File: config.mk
export PLATFORM = sky130hd
export DESIGN_NAME = pal_macrocell
export DESIGN_NICKNAME = d
export VERILOG_FILES = /design/src/rtl/pal_mc_pkg.sv /design/src/rtl/mc_reg.sv /design/src/rtl/mc_out.sv /design/src/rtl/mc_fb.sv /design/src/rtl/pal_macrocell.sv
export SDC_FILE = /design/constraint.sdc
export NUM_CORES = 1
export LEC_CHECK = 0
export BUFFER_PORTS_ARGS = -buffer_cell sky130_fd_sc_hd__buf_2
export CAP_MARGIN = 10
export CELL_PAD_IN_SITES_DETAIL_PLACEMENT = 1
export CELL_PAD_IN_SITES_GLOBAL_PLACEMENT = 1
export CORE_AREA = 8 8 45 47
export DETAILED_ROUTE_END_ITERATION = 7
export DIE_AREA = 0 0 53 55
export PLACE_DENSITY = 0.44
export SLEW_MARGIN = 30
export SYNTH_ARGS = -nofsm -noshare
export SYNTH_HDL_FRONTEND = slang
export SYNTH_HIERARCHICAL = 1
export SYNTH_SLANG_ARGS = --single-unit
File: constraint.sdc
create_clock -name clk_i -period 0.8 [get_ports clk_i]
set_input_delay 0.04 -clock clk_i [delete_from_list [all_inputs] [get_ports clk_i]]
set_output_delay 0.04 -clock clk_i [all_outputs]
set_load 0.02 [all_outputs]
File: src/rtl/pal_mc_pkg.sv
package pal_mc_pkg;
  typedef enum logic [1:0] {
    OE_OFF  = 2'b00,
    OE_ON   = 2'b01,
    OE_TERM = 2'b10,
    OE_RSVD = 2'b11
  } oe_src_e;
endpackage

File: src/rtl/mc_reg.sv
module mc_reg #(
  parameter logic RST_Q = 1'b0
) (
  input  logic clk_i,
  input  logic rst_ni,
  input  logic clr_i,
  input  logic d_i,
  output logic q_o
);
  logic started;

  always_ff @(posedge clk_i or negedge rst_ni) begin
    if (!rst_ni) begin
      q_o     <= RST_Q;
      started <= 1'b0;
    end else begin
      started <= 1'b1;
      if (clr_i) q_o <= RST_Q;
      else       q_o <= d_i;
    end
  end

  AST_REG_CAPTURE: assert property (@(posedge clk_i) disable iff (!rst_ni)
    (started && !$past(clr_i)) |-> (q_o == $past(d_i)));
  AST_SYNC_CLEAR: assert property (@(posedge clk_i) disable iff (!rst_ni)
    (started && $past(clr_i)) |-> (q_o == RST_Q));
endmodule

File: src/rtl/mc_out.sv
module mc_out
  import pal_mc_pkg::*;
(
  input  logic       mode_reg_i,
  input  logic       pol_high_i,
  input  logic [1:0] comb_oe_sel_i,
  input  logic       q_i,
  input  logic       sum_i,
  input  logic       oe_term_i,
  output logic       pin_o,
  output logic       pin_oe_o
);
  logic    src;
  oe_src_e oe_src;

  assign src    = mode_reg_i ? q_i : sum_i;
  assign pin_o  = pol_high_i ? src : ~src;
  assign oe_src = oe_src_e'(comb_oe_sel_i);

  always_comb begin
    if (mode_reg_i) begin
      pin_oe_o = oe_term_i;
    end else begin
      unique case (oe_src)
        OE_ON:   pin_oe_o = 1'b1;
        OE_TERM: pin_oe_o = oe_term_i;
        default: pin_oe_o = 1'b0; // off and reserved
      endcase
    end
  end
endmodule

File: src/rtl/mc_fb.sv
module mc_fb (
  input  logic mode_reg_i,
  input  logic q_i,
  input  logic pin_i,
  output logic fb_o,
  output logic fb_n_o
);
  logic raw;

  // registered: feed back /Q, pin is ignored
  assign raw    = mode_reg_i ? ~q_i : pin_i;
  assign fb_o   = raw;
  assign fb_n_o = ~raw;
endmodule

File: src/rtl/pal_macrocell.sv
module pal_macrocell #(
  parameter logic RST_Q = 1'b0
) (
  input  logic       clk_i,
  input  logic       rst_ni,
  input  logic       clr_i,
  input  logic       sum_i,
  input  logic       oe_term_i,
  input  logic       mode_reg_i,
  input  logic       pol_high_i,
  input  logic [1:0] comb_oe_sel_i,
  input  logic       pin_i,
  output logic       pin_o,
  output logic       pin_oe_o,
  output logic       fb_o,
  output logic       fb_n_o
);
  logic q;

  mc_reg #(.RST_Q(RST_Q)) u_reg (
    .clk_i (clk_i),
    .rst_ni(rst_ni),
    .clr_i (clr_i),
    .d_i   (sum_i),
    .q_o   (q)
  );

  mc_out u_out (
    .mode_reg_i   (mode_reg_i),
    .pol_high_i   (pol_high_i),
    .comb_oe_sel_i(comb_oe_sel_i),
    .q_i          (q),
    .sum_i        (sum_i),
    .oe_term_i    (oe_term_i),
    .pin_o        (pin_o),
    .pin_oe_o     (pin_oe_o)
  );

  mc_fb u_fb (
    .mode_reg_i(mode_reg_i),
    .q_i       (q),
    .pin_i     (pin_i),
    .fb_o      (fb_o),
    .fb_n_o    (fb_n_o)
  );

  AST_REG_FB_TRACKS_PIN: assert property (@(posedge clk_i) disable iff (!rst_ni)
    (mode_reg_i && pol_high_i) |-> (fb_n_o == pin_o));
  AST_REG_OE: assert property (@(posedge clk_i) disable iff (!rst_ni)
    mode_reg_i |-> (pin_oe_o == oe_term_i));
  AST_COMB_PATH: assert property (@(posedge clk_i) disable iff (!rst_ni)
    !mode_reg_i |-> (pin_o == (pol_high_i ? sum_i : !sum_i)));
  AST_COMB_OE_OFF: assert property (@(posedge clk_i) disable iff (!rst_ni)
    (!mode_reg_i && comb_oe_sel_i[1] == comb_oe_sel_i[0]) |-> !pin_oe_o);
endmodule

==> results, run 1 <==
- The flow ran to the end, but the final reports show violations.
- The checks that failed: negative setup slack.
- The count of TritonRoute iterations in the first routing pass is 1.
- The number of placed I/O pins is 14.
- The vias per cell is about 3.4.
- The library cell occupying the most area in the post-synthesis netlist is sky130_fd_sc_hd__dfrtp_1.
- For this run, the slowest stage of the critical path takes 0.38 ns.
- The total routed wirelength is 520 um.
- Counting tap cells, the placed design contains a total of 46 instances.
- The average cell area after synthesis is between 9 and 10 sq um.
- Leaving out fill and tap cells, the most frequent cell in the layout is sky130_fd_sc_hd__buf_2.
- The register containing the most flip-flops in the final layout is u_reg/q_o.
- The clock transition time at the flip-flop clock pins of the worst setup and hold paths is 0 ns.
- The part of the cycle the worst path needs is 1.16.
- In the final routed layout, each cell accounts on average for 11.1 um.
- The critical path class is register to output port.
- The number of slew-limit violations in the final report is 0.
- The overall die height is 55 um.
- The static leakage is about 0.00016 uW.
- The initial utilization of the core area, before any placement, comes to 0.102.
- The worst setup path is launched from a register.
- The DRC marker count from the first detailed-route iteration is 0.
- The library cells used most frequently in the layout, excluding fill and tap cells, are sky130_fd_sc_hd__buf_2 (7), sky130_fd_sc_hd__buf_6 (4), sky130_fd_sc_hd__buf_4 (4), sky130_fd_sc_hd__inv_1 (2), sky130_fd_sc_hd__o21ai_1 (2).
- The global-route total usage across every layer is 0.0355.
- The final layout contains 45 nets.
- The signal on the critical path passes through mux2i_2, xor2_2, buf_6.
- The number of fillers in the final layout is ~160.
- Relative to the synthesized area, the layout overhead comes to 118%.
- The ratio of total power to cell area is between 700 and 800 nW/um^2.
- The floorplan row count is 14.
- The finished layout holds 47 standard cells, fillers aside.
- The die footprint is 2920 sq um.
- The count of nets left with antenna violations once routing finished came out at 0.
- For this run, the register share of the synthesized area comes to 0.177.
- The number of different library cells in the post-synthesis netlist is 10.
- The required time of the critical path is ~0.76 ns.
- Counting flops and latches in the post-synthesis netlist gives 1.
- The type of element capturing the critical path is an output port.
- In this run the tool buffered the top-level ports with 13 buffer cells.
- The weighted congestion reported at the end of routability-driven placement is 0.706.
- Setup repair after global routing could not meet its margin everywhere.
- The number of antenna violations at the first check in global routing is 0.
- The path class of the tightest hold or removal check is primary input to register.
- Along the worst path, the maximum fanout reaches 3.
- The setup TNS is -0.203 ns.
- The final route contains 158 vias.
- The area of the mapped netlist is 141 sq um.
- In the synthesized netlist, the number of instances is 15.
- The cell at the slowest stage of the critical path is sky130_fd_sc_hd__dfrtp_1.
- The number of flip-flops under the largest register name came to 1.
- The antenna diode instance count is 0.
- The via count of the first global-routing pass is 197.
- The pin count of the biggest net entering global routing is 4.
- The warning count from the yosys run is 6.
- The minimum period implied by the final worst setup slack is 0.931 ns.
- Setup violations remaining at the end of the flow were counted as 3.
- The wire length of the first global-routing pass is 848 um.
- The floorplan die width is 53 um.
- The number of nets handed over by synthesis was 27.
- The worst path setup slack after routing is -0.131 ns.
- Derived from the worst setup path, the maximum achievable clock frequency is approximately 1100 MHz.
- At the pin with the least slew margin, the transition time is 0.213 ns.
- The share of cells above drive strength 1 is 0.677.
- The arrival time of the worst setup path is 0.89 ns.
- The maximum VDD drop is 259 uV.
- By area the synthesized netlist is led by sky130_fd_sc_hd__dfrtp_1 (18%), sky130_fd_sc_hd__ha_1 (18%), sky130_fd_sc_hd__mux2i_1 (14%), sky130_fd_sc_hd__mux2_4 (11%), sky130_fd_sc_hd__nor2b_4 (9.7%).
- The remaining routing DRC violations is 0.
- Max-cap violations in this run came to 0.
- The share of Yosys cell area claimed by the top area cell type is 0.177.
- The largest registers in the layout are u_reg/q_o: 1 flops.
- In this run the tightest slew margin relative to its limit is 0.855.
- The final-report hold violation count came to 0.
- Tracing the worst setup path back leads to its startpoint at u_reg/q_o.
- Following the worst setup path forward leads to its endpoint at pin_o.
- The core area is 1380 sq um.
- The total congestion overflow is 0.
[report_power, final]
group          switching [uW]  leakage [uW]  internal (uW)  total (uW)
logic                    74.2      0.000143           93.3         168
clock network               0             0              0           0
registers                2.31     0.0000129           54.1        56.4
total                    76.5      0.000156            147         224
[worst min path at each step]
stage,startpoint,end,cells past startpoint
after floorplan,rst_ni,u_reg/q_o,0
after global placement,rst_ni,u_reg/q_o,1
after detailed placement,rst_ni,u_reg/q_o,1
after CTS,clr_i,u_reg/q_o,2
after global routing,clr_i,u_reg/q_o,2
final,clr_i,u_reg/q_o,2
[area by class of cell]
class | count | area (sq um) | area share
Inverter | 3 | 13.8 | 0.0447
Sequential cell | 1 | 25.0 | 0.0813
Tap cell | 16 | 20.0 | 0.0650
Timing Repair Buffer | 16 | 120 | 0.390
Multi-Input combinational cell | 11 | 129 | 0.419
[per-stage QoR]
stage	util	instance area, sq um	total power, uW	hold slack [ns]	setup WS (ns)
3_3_place_gp	0.183	253	182	-0.184	-0.123
4_1_cts	0.210	290	218	0.220	-0.139
2_1_floorplan	-	153	125	-0.256	-0.0855
5_1_grt	0.222	308	239	0.225	-0.172
6_report	0.222	308	224	0.219	-0.131
3_5_place_dp	0.183	253	190	-0.179	-0.173
[cell usage after synthesis]
library cell	n
sky130_fd_sc_hd__inv_1	3
sky130_fd_sc_hd__o21ai_0	2
sky130_fd_sc_hd__nor2b_1	1
sky130_fd_sc_hd__nor2b_4	1
sky130_fd_sc_hd__xor2_1	1
sky130_fd_sc_hd__mux2i_1	2
sky130_fd_sc_hd__nand2b_1	1
sky130_fd_sc_hd__mux2_4	1
sky130_fd_sc_hd__dfrtp_1	1
sky130_fd_sc_hd__ha_1	2
[worst max-delay path: cells and delay by family (launching register included)]
kind / cells / cell delay, ns
xor+xnor: 1 / 0.17
buf+inv: 1 / 0.13
flops: 1 / 0.38
mux: 1 / 0.21
[metal layers]
layer | up-vias | global-route usage | wire (um) | part of all wire
li1 | 81 | - | - | -
met1 | 66 | 0.0348 | 199 | 0.38
met2 | 11 | 0.0684 | 232 | 0.45
met3 | 0 | 0.0187 | 87 | 0.17
met4 | 0 | 0 | 0 | 0
met5 | - | 0 | 0 | 0
[logic make-up after synthesis]
logic type | count (synthesis) | share of synthesized area
buf+inv | 3 | 0.0796
flops | 1 | 0.177
fa+ha+maj | 2 | 0.177
xor+xnor | 1 | 0.0620
mux | 3 | 0.248
compound gates | 2 | 0.0708
simple gates | 3 | 0.186
[what timing repair did]
action                                  CTS  global route
resized for setup                         8             5
buffers inserted                          0             0
endpoints found under the hold margin     1             0
pin swaps                                 2             2
endpoints found under the setup margin    3             4
cloned                                    0             0
hold buffers                              1             0
Note: power is estimated with default switching activity, not from simulation.
==> inputs of run 2 (changes only) <==
--- a/config.mk
+++ b/config.mk
@@ -16,5 +16,4 @@
 export SLEW_MARGIN = 30
 export SYNTH_ARGS = -nofsm -noshare
 export SYNTH_HDL_FRONTEND = slang
-export SYNTH_HIERARCHICAL = 1
 export SYNTH_SLANG_ARGS = --single-unit
==> run 2 against run 1 <==
  * The run still ends with negative setup slack left
  * Largest cell class is now buffers
  * Global-route usage grew 0.44 points
  * Via count grew 10%
  * Highest routed layer unchanged
  * Combinational power grew 7%
  * Final cell count grew 2.1%
  * Power grew 5.3%
  * Sequential share of layout area shrank 0.19 points
  * Routed wire length grew 6.5%
==> results, run 2 <==
- The compound-cell area share of the yosys netlist is 0.0408 (-0.0300).
- The number of placed instances with taps included is 47 (+2.2%).
- The pin count of the biggest net entering global routing is 5 (+1).
- The count of TritonRoute iterations in the first routing pass is 1 (unchanged).
- The ratio of total power to cell area was 748 nW/um^2 (+2.8%).
- The floorplan die width was 53 um (unchanged).
- The sequential cell area fraction in the yosys report is 0.204 (+0.0271).
- The arrival time of the worst setup path is 0.86 ns (-0.03 ns).
- The number of different library cells in the post-synthesis netlist is 9 (-1).
- The switching power share of the total was 0.350 (+0.00788).
- The cell at the slowest stage of the critical path is sky130_fd_sc_hd__dfrtp_1.
- The post-detailed-route count of antenna-violating nets is 0 (unchanged).
- The number of flip-flops under the largest register name came to 1 (unchanged).
- The maximum fanout along the worst path came to 2 (-1).
- The share of cells above drive strength 1 is 0.688 (+0.0101).
- The maximum clock frequency is 1110 MHz (+3.0%).
- The warning count from the yosys run is 0 (-6).
- The vias per cell is 3.63 (+7.8%).
- The number of placed I/O pins is 14 (unchanged).
- The power share of the sequential group is 0.237 (-0.015).
- The average cell area after synthesis is 7.66 sq um (-19%).
- The number of fillers in the final layout was 166 (+1.2%).
- The area of the mapped netlist was 123 sq um (-13%).
- The synthesized flop and latch total came to 1 (unchanged).
- The area occupied by multi-input gates is 121 sq um (-5.8%).
- The commonest cells after synthesis are sky130_fd_sc_hd__inv_1 (4), sky130_fd_sc_hd__ha_1 (2), sky130_fd_sc_hd__mux2i_1 (2), sky130_fd_sc_hd__nand2_1 (2), sky130_fd_sc_hd__nor2b_1 (2).
- The switching power is 82.4 uW (+7.7%).
- The flow ran to the end, but the final reports show violations.
- The count of input and output buffers is 13 (unchanged).
- The final-report hold violation count is 0 (unchanged).
- The finished layout cell area is 315 sq um (+2.4%).
- The critical path in this run is classified as register to output port.
- The effective utilization at floorplan came to 0.0886 (-0.0136).
- The antenna diode instance count was 0 (unchanged).
- The total congestion overflow came to 0 (unchanged).
- The final core utilization is 0.228 (+0.00542).
- The global-route total usage across every layer came to 0.0399 (+0.00439).
- The number of flops mapped to enable cells by yosys came to 0 (unchanged).
- The internal power summed over all cells is 153 uW (+4.0%).
- The area used by sequential logic in the layout is 25.0 sq um (unchanged).
- The worst slew margin relative to its limit is 0.867 (+0.0118).
- The post-synthesis share of cell area spent on xor and xnor gates was 0.0714 (+0.00948).
- The relative contribution of combinational cells to total power was 0.763 (+0.015).
- The routed length per placed instance is 11.5 um (+4.3%).
- The worst hold slack across all endpoints was 0.198 ns (-0.0207 ns).
- The count of buffer and inverter cells on the critical path is 1 (unchanged).
- The part of the total power dissipated in the clock network is 0 (unchanged).
- The share of synthesized registers carrying an async set or reset is 1.00 (unchanged).
- For hold timing, the worst endpoint is u_reg.q_o.
- The weighted congestion reported at the end of routability-driven placement is 0.711 (+0.74%).
- The floorplan row count is 14 (unchanged).
- The area growth from synthesis to layout is 157%.
- The wire length of the first global-routing pass was 924 um (+9.0%).
- The top cell types in the final layout, fill and taps aside, are sky130_fd_sc_hd__buf_2 (7), sky130_fd_sc_hd__buf_6 (5), sky130_fd_sc_hd__inv_1 (2), sky130_fd_sc_hd__nand2_1 (2), sky130_fd_sc_hd__buf_4 (2).
- The number of slew-limit violations in the final report came to 0 (unchanged).
- The share of Yosys cell area claimed by the top area cell type is 0.204 (+0.0271).
- The DRC marker count from the first detailed-route iteration was 0 (unchanged).
- The final non-filler cell total is 48 (+2.1%).
- The static leakage is 0.000157 uW (+0.42%).
- The final reports fail on negative setup slack.
- The via count of the first global-routing pass is 233 (+18%).
- The maximum VDD drop is 318 uV (+23%).
- The worst path setup slack after routing was -0.104 ns (+0.0270 ns).
- Traced cell by cell, the critical path runs through mux2i_2, xor2_2, buf_6.
- The count of nets after finishing is 46 (+2.2%).
- The number of max-cap violations is 0 (unchanged).
- The library cell occupying the most area in the post-synthesis netlist is sky130_fd_sc_hd__dfrtp_1.
- The number of setup violations in the final report was 4 (+1).
- The most repeated cell in the gate-level netlist after synthesis is sky130_fd_sc_hd__inv_1.
- By area the synthesized netlist is led by sky130_fd_sc_hd__dfrtp_1 (20%), sky130_fd_sc_hd__ha_1 (20%), sky130_fd_sc_hd__mux2i_1 (16%), sky130_fd_sc_hd__inv_1 (12%), sky130_fd_sc_hd__nor2b_1 (10%).
- The transition time of the tightest slew-check pin is 0.196 ns (-0.0173 ns).
- The post-synthesis simple-gate area fraction is 0.194 (+0.00804).
- Setup repair after global routing could not meet its margin everywhere.
- The die footprint is 2920 sq um (unchanged).
- The part of the cycle the worst path needs was 1.13 (-0.0338).
- The minimum period implied by the final worst setup slack is 0.904 ns (-0.0271 ns).
- The combinational family with the most area after synthesis is adder cells.
- The kind of cell with the highest combined delay along the critical path is flip-flops.
- The depth of the worst hold-timing path is 2 (unchanged).
- The portion of netlist area occupied by mux cells was 0.163 (-0.0845).
- The total via count after detailed routing is 174 (+10%).
- The total routed wirelength is 554 um (+6.5%).
- The number of nets produced by synthesis is 28 (+3.7%).
- The core area is 1380 sq um (unchanged).
- STA classifies the critical path endpoint as an output port.
- For this run, the leading register cell type out of synthesis is sky130_fd_sc_hd__dfrtp_1.
- The worst setup path is launched from a register.
- The worst min-delay path category is primary input to register.
- The synthesized-area fraction occupied by adder cells is 0.204 (+0.0271).
- The overall power of the completed layout came to 236 uW (+5.3%).
- The clock transition time at the flip-flop clock pins of the worst setup and hold paths is 0 ns (unchanged).
- The worst hold path startpoint is clr_i.
- The remaining routing DRC violations is 0 (unchanged).
- The number of antenna violations at the first check in global routing is 0 (unchanged).
- After legalization and detailed placement, the total HPWL measured between 500 and 600 um.
- u_reg.q_o holds more flip-flops than any other register.
- The post-detailed-placement cell area is 246 sq um (-2.5%).
- The count of mapped cells out of synthesis is 16 (+1).
- The largest stage delay on the critical path is 0.36 ns (-0.02 ns).
- The largest registers in the layout are u_reg.q_o: 1 flops.
- The overall die height is 55 um (unchanged).
- Leaving out fill and tap cells, the most frequent cell in the layout is sky130_fd_sc_hd__buf_2.
- The required time of the critical path was 0.76 ns (about the same).
## run 2: cell types whose count changed in the layout (fill, tap and decap cells not counted)
cell / change
sky130_fd_sc_hd__buf_4: -2
sky130_fd_sc_hd__mux2_4: -1
sky130_fd_sc_hd__nand2_1: +2
sky130_fd_sc_hd__nor2_1: +1
sky130_fd_sc_hd__inv_2: +1
sky130_fd_sc_hd__mux2i_1: -1
sky130_fd_sc_hd__o21ai_1: -1
sky130_fd_sc_hd__nor2b_2: +1
sky130_fd_sc_hd__buf_8: +1
sky130_fd_sc_hd__buf_6: +1
sky130_fd_sc_hd__nor2b_4: -1
sky130_fd_sc_hd__nand2b_1: -1
sky130_fd_sc_hd__mux2i_4: +1
## run 2: final cells by class
cell class,count,area share
well taps,16,0.0635
multi-input cells,11,0.385
repair buffers,16,0.417
inverters,4,0.0556
flip-flops and latches,1,0.0794
## run 2: power groups by stage
stage,logic (uW),clock network (uW),registers [uW]
3_3_place_gp,126,0,55.6
5_1_grt,196,0,56.2
4_1_cts,177,0,56.0
6_report,180,0,55.8
2_1_floorplan,67.4,0,56.8
3_5_place_dp,134,0,55.9
## run 2: cells by family (layout without fill, tap and decap cells)
group	count (synthesis)	after routing
AOI/OAI and AO/OA	1	1
xor gates and xnor gates	1	1
adders and majority gates	2	2
muxes	2	2
buffers and inverters	4	20
DFF	1	1
and+or+nand+nor	5	5
## run 2: worst max-delay path by stage
stage                           from        to  slack (ns)  depth (start not counted)
CTS                        u_reg.q_o     pin_o       -0.13                          3
global placement           u_reg.q_o     pin_o       -0.11                          3
detailed placement  comb_oe_sel_i[0]  pin_oe_o       -0.19                          7
global route               u_reg.q_o     pin_o       -0.16                          3
floorplan                  u_reg.q_o     pin_o       -0.11                          2
finish                     u_reg.q_o     pin_o       -0.10                          3
## run 2: what timing repair did
item,4_1_cts,5_1_grt
cloned,0,0
endpoints found under the setup margin,4,4
hold buffers,1,0
pin swaps,4,1
resized for setup,14,4
setup buffers,0,0
hold endpoints to repair,1,0
## run 2: stage by stage
stage	setup slack, ns	setup TNS, ns
final	-0.104	-0.285
after floorplan	-0.107	-0.125
after CTS	-0.127	-0.360
after global routing	-0.158	-0.461
after detailed placement	-0.194	-0.516
after global placement	-0.112	-0.300
## run 2: routing by layer
metal,wire (um),up-vias,GRT usage
met1,186,80,0.0349
met4,0,0,0
li1,-,81,-
met5,0,-,0
met3,66,0,0.0134
met2,300,13,0.0879
==> inputs of run 3 (changes only) <==
--- a/config.mk
+++ b/config.mk
@@ -13,7 +13,6 @@
 export DETAILED_ROUTE_END_ITERATION = 7
 export DIE_AREA = 0 0 53 55
 export PLACE_DENSITY = 0.44
-export SLEW_MARGIN = 30
 export SYNTH_ARGS = -nofsm -noshare
 export SYNTH_HDL_FRONTEND = slang
 export SYNTH_SLANG_ARGS = --single-unit
==> constraint.sdc (replaced) <==
create_clock -name clk_i -period 1.1 [get_ports clk_i]
set_input_delay 0.055 -clock clk_i [delete_from_list [all_inputs] [get_ports clk_i]]
set_output_delay 0.055 -clock clk_i [all_outputs]
set_load 0.02 [all_outputs]
==> run 3 against run 2 <==
  * The run now ends clean
  * Routed wire length shrank 31%
  * Flip-flop and latch count is the same
  * Sequential share of layout area is 3.6 points higher
  * Combinational power shrank 57%
  * Via count is 14% lower
  * Global-route usage down 1.0 points
  * Die area stayed put
  * Setup slack better by 0.28 ns
  * Final cell count fell by 4.2%
  * Utilization fell by 7.1 points
  * Cell area is 31% lower
==> results, run 3 (same netlist as run 2, synthesis figures left out) <==
- The ratio of total power to cell area is 540 nW/um^2 (-28%).
- The pre-CTS setup slack was 0.167 ns (+0.361 ns).
- In the final layout, the registers with the most flip-flops are u_reg.q_o: 1 flops.
- met2 is the most crowded layer.
- The number of placed I/O pins is 14 (unchanged).
- The smallest clock period supported by the final layout is computed as 0.919 ns.
- The fraction of met3 tracks used by global routing is 0.0267 (+0.0134).
- The register containing the most flip-flops in the final layout is u_reg.q_o.
- The post-CTS setup buffer count is 0 (unchanged).
- The via count of the first global-routing pass is 163 (-30%).
- The flow ran to the end, and the final reports show no timing, DRC or antenna violations.
- The floorplan row count is 14 (unchanged).
- The number of max-cap violations was 0 (unchanged).
- The worst setup path is of the primary input to output port kind.
- The overall die height is 55 um (unchanged).
- The worst path setup slack after routing was 0.181 ns (+0.284 ns).
- Leaving out fill and tap cells, the most frequent cell in the layout is sky130_fd_sc_hd__buf_2.
- The final-report hold violation count was 0 (unchanged).
- The vias per cell is 3.24 (-11%).
- The total congestion overflow was 0 (unchanged).
- The maximum fanout along the worst path came to 2 (unchanged).
- The worst slew margin relative to its limit came to 0.887 (+0.0206).
- The antenna diode instance count was 0 (unchanged).
- The effective utilization at floorplan came to 0.0886 (unchanged).
- The number of slew-limit violations in the final report was 0 (unchanged).
- The required time of the critical path came to 1.04 ns (+0.28 ns).
- The pin count of the biggest net entering global routing is 5 (unchanged).
- STA classifies the critical path startpoint as a primary input.
- The arrival time of the worst setup path was 0.86 ns (about the same).
- The number of flip-flops under the largest register name is 1 (unchanged).
- The transition time of the tightest slew-check pin is 0.164 ns (-0.0317 ns).
- The number of antenna violations at the first check in global routing came to 0 (unchanged).
- Based on the critical path, the design can be clocked at up to 1090 MHz.
- The floorplan die width is 53 um (unchanged).
- The setup TNS is 0 ns (+0.285 ns).
- The total routed wirelength is 384 um (-31%).
- The share of cells above drive strength 1 is 0.433 (-0.254).
- The routed length per placed instance is 8.35 um (-28%).
- Setup repair after global routing left no endpoint under its margin.
- The type of element capturing the critical path is an output port.
- The number of setup violations in the final report is 0 (-4).
- The tightest min-delay check is of the primary input to register type.
- The post-detailed-route count of antenna-violating nets is 0 (unchanged).
- The die footprint is 2920 sq um (unchanged).
- The area growth from synthesis to layout is 77.6%.
- The depth of the worst hold-timing path came to 2 (unchanged).
- The weighted congestion reported at the end of routability-driven placement is 0.607 (-15%).
- The global-route total usage across every layer is 0.0295 (-0.0104).
- The maximum VDD drop was 223 uV (-30%).
- The worst hold path startpoint is clr_i.
- The remaining routing DRC violations was 0 (unchanged).
- The worst hold path terminates at u_reg.q_o.
- The count of input and output buffers is 13 (unchanged).
- In the layout the commonest cells are sky130_fd_sc_hd__buf_2 (13), sky130_fd_sc_hd__inv_1 (4).
- The total via count after detailed routing is 149 (-14%).
- The count of nets after finishing came to 44 (-4.3%).
- The clock transition time at the flip-flop clock pins of the worst setup and hold paths is 0 ns (unchanged).
- The global-route met2 utilization is 0.0410 (-0.0469).
- The met1 demand-to-capacity share in global routing is 0.0348 (-0.000106).
- The wire length of the first global-routing pass is 690 um (-25%).
- The DRC marker count from the first detailed-route iteration is 0 (unchanged).
- Dividing the final minimum period by the clock period gives 0.836.
- The core area is 1380 sq um (unchanged).
- The static leakage is 0.000136 uW (-13%).
- The count of TritonRoute iterations in the first routing pass is 1 (unchanged).
[run 3: layout make-up]
cell class / count / area, sq um
Multi-Input combinational cell: 11 / 82.6
Tap cell: 16 / 20.0
Sequential cell: 1 / 25.0
Inverter: 4 / 15.0
Timing Repair Buffer: 14 / 75.1
Fill cell: 168 / 1170
[run 3: report_power, final]
group	leakage [uW]	switching, uW	internal, uW
registers	0.0000129	0.806	39.3
clock network	0	0	0
logic	0.000123	42.5	34.9
[run 3: how the worst max path moves through the flow]
stage	from	endpoint	cells past startpoint
final	comb_oe_sel_i[0]	pin_oe_o	7
after global routing	u_reg.q_o	pin_o	3
after CTS	comb_oe_sel_i[0]	pin_oe_o	7
after detailed placement	comb_oe_sel_i[0]	pin_oe_o	7
after global placement	comb_oe_sel_i[0]	pin_oe_o	7
after floorplan	u_reg.q_o	fb_n_o	2
[run 3: critical path, cell delays in order]
cell	delay, ns
sky130_fd_sc_hd__buf_2	0.09
sky130_fd_sc_hd__inv_1	0.04
sky130_fd_sc_hd__ha_1	0.30
sky130_fd_sc_hd__nor2b_1	0.10
sky130_fd_sc_hd__o21ai_0	0.07
sky130_fd_sc_hd__nand2_1	0.06
sky130_fd_sc_hd__buf_2	0.15
[run 3: what timing repair did]
action / 4_1_cts / 5_1_grt
gates resized for setup: 0 / 0
hold buffers: 1 / 0
hold endpoints to repair: 1 / 0
[run 3: metrics by stage]
stage	std cells	hold slack [ns]	cell area, sq um	utilization	power (uW)
global placement	45	-0.166	208	0.150	117
CTS	46	0.209	218	0.157	120
finish	46	0.207	218	0.157	118
detailed placement	45	-0.168	208	0.150	117
global route	46	0.219	218	0.157	129
floorplan	16	-0.241	123	-	80.1
[run 3: metal layers]
metal | vias up | wire [um]
met2 | 14 | 121
met3 | 0 | 113
li1 | 76 | -
met5 | - | 0
met1 | 59 | 149
met4 | 0 | 0
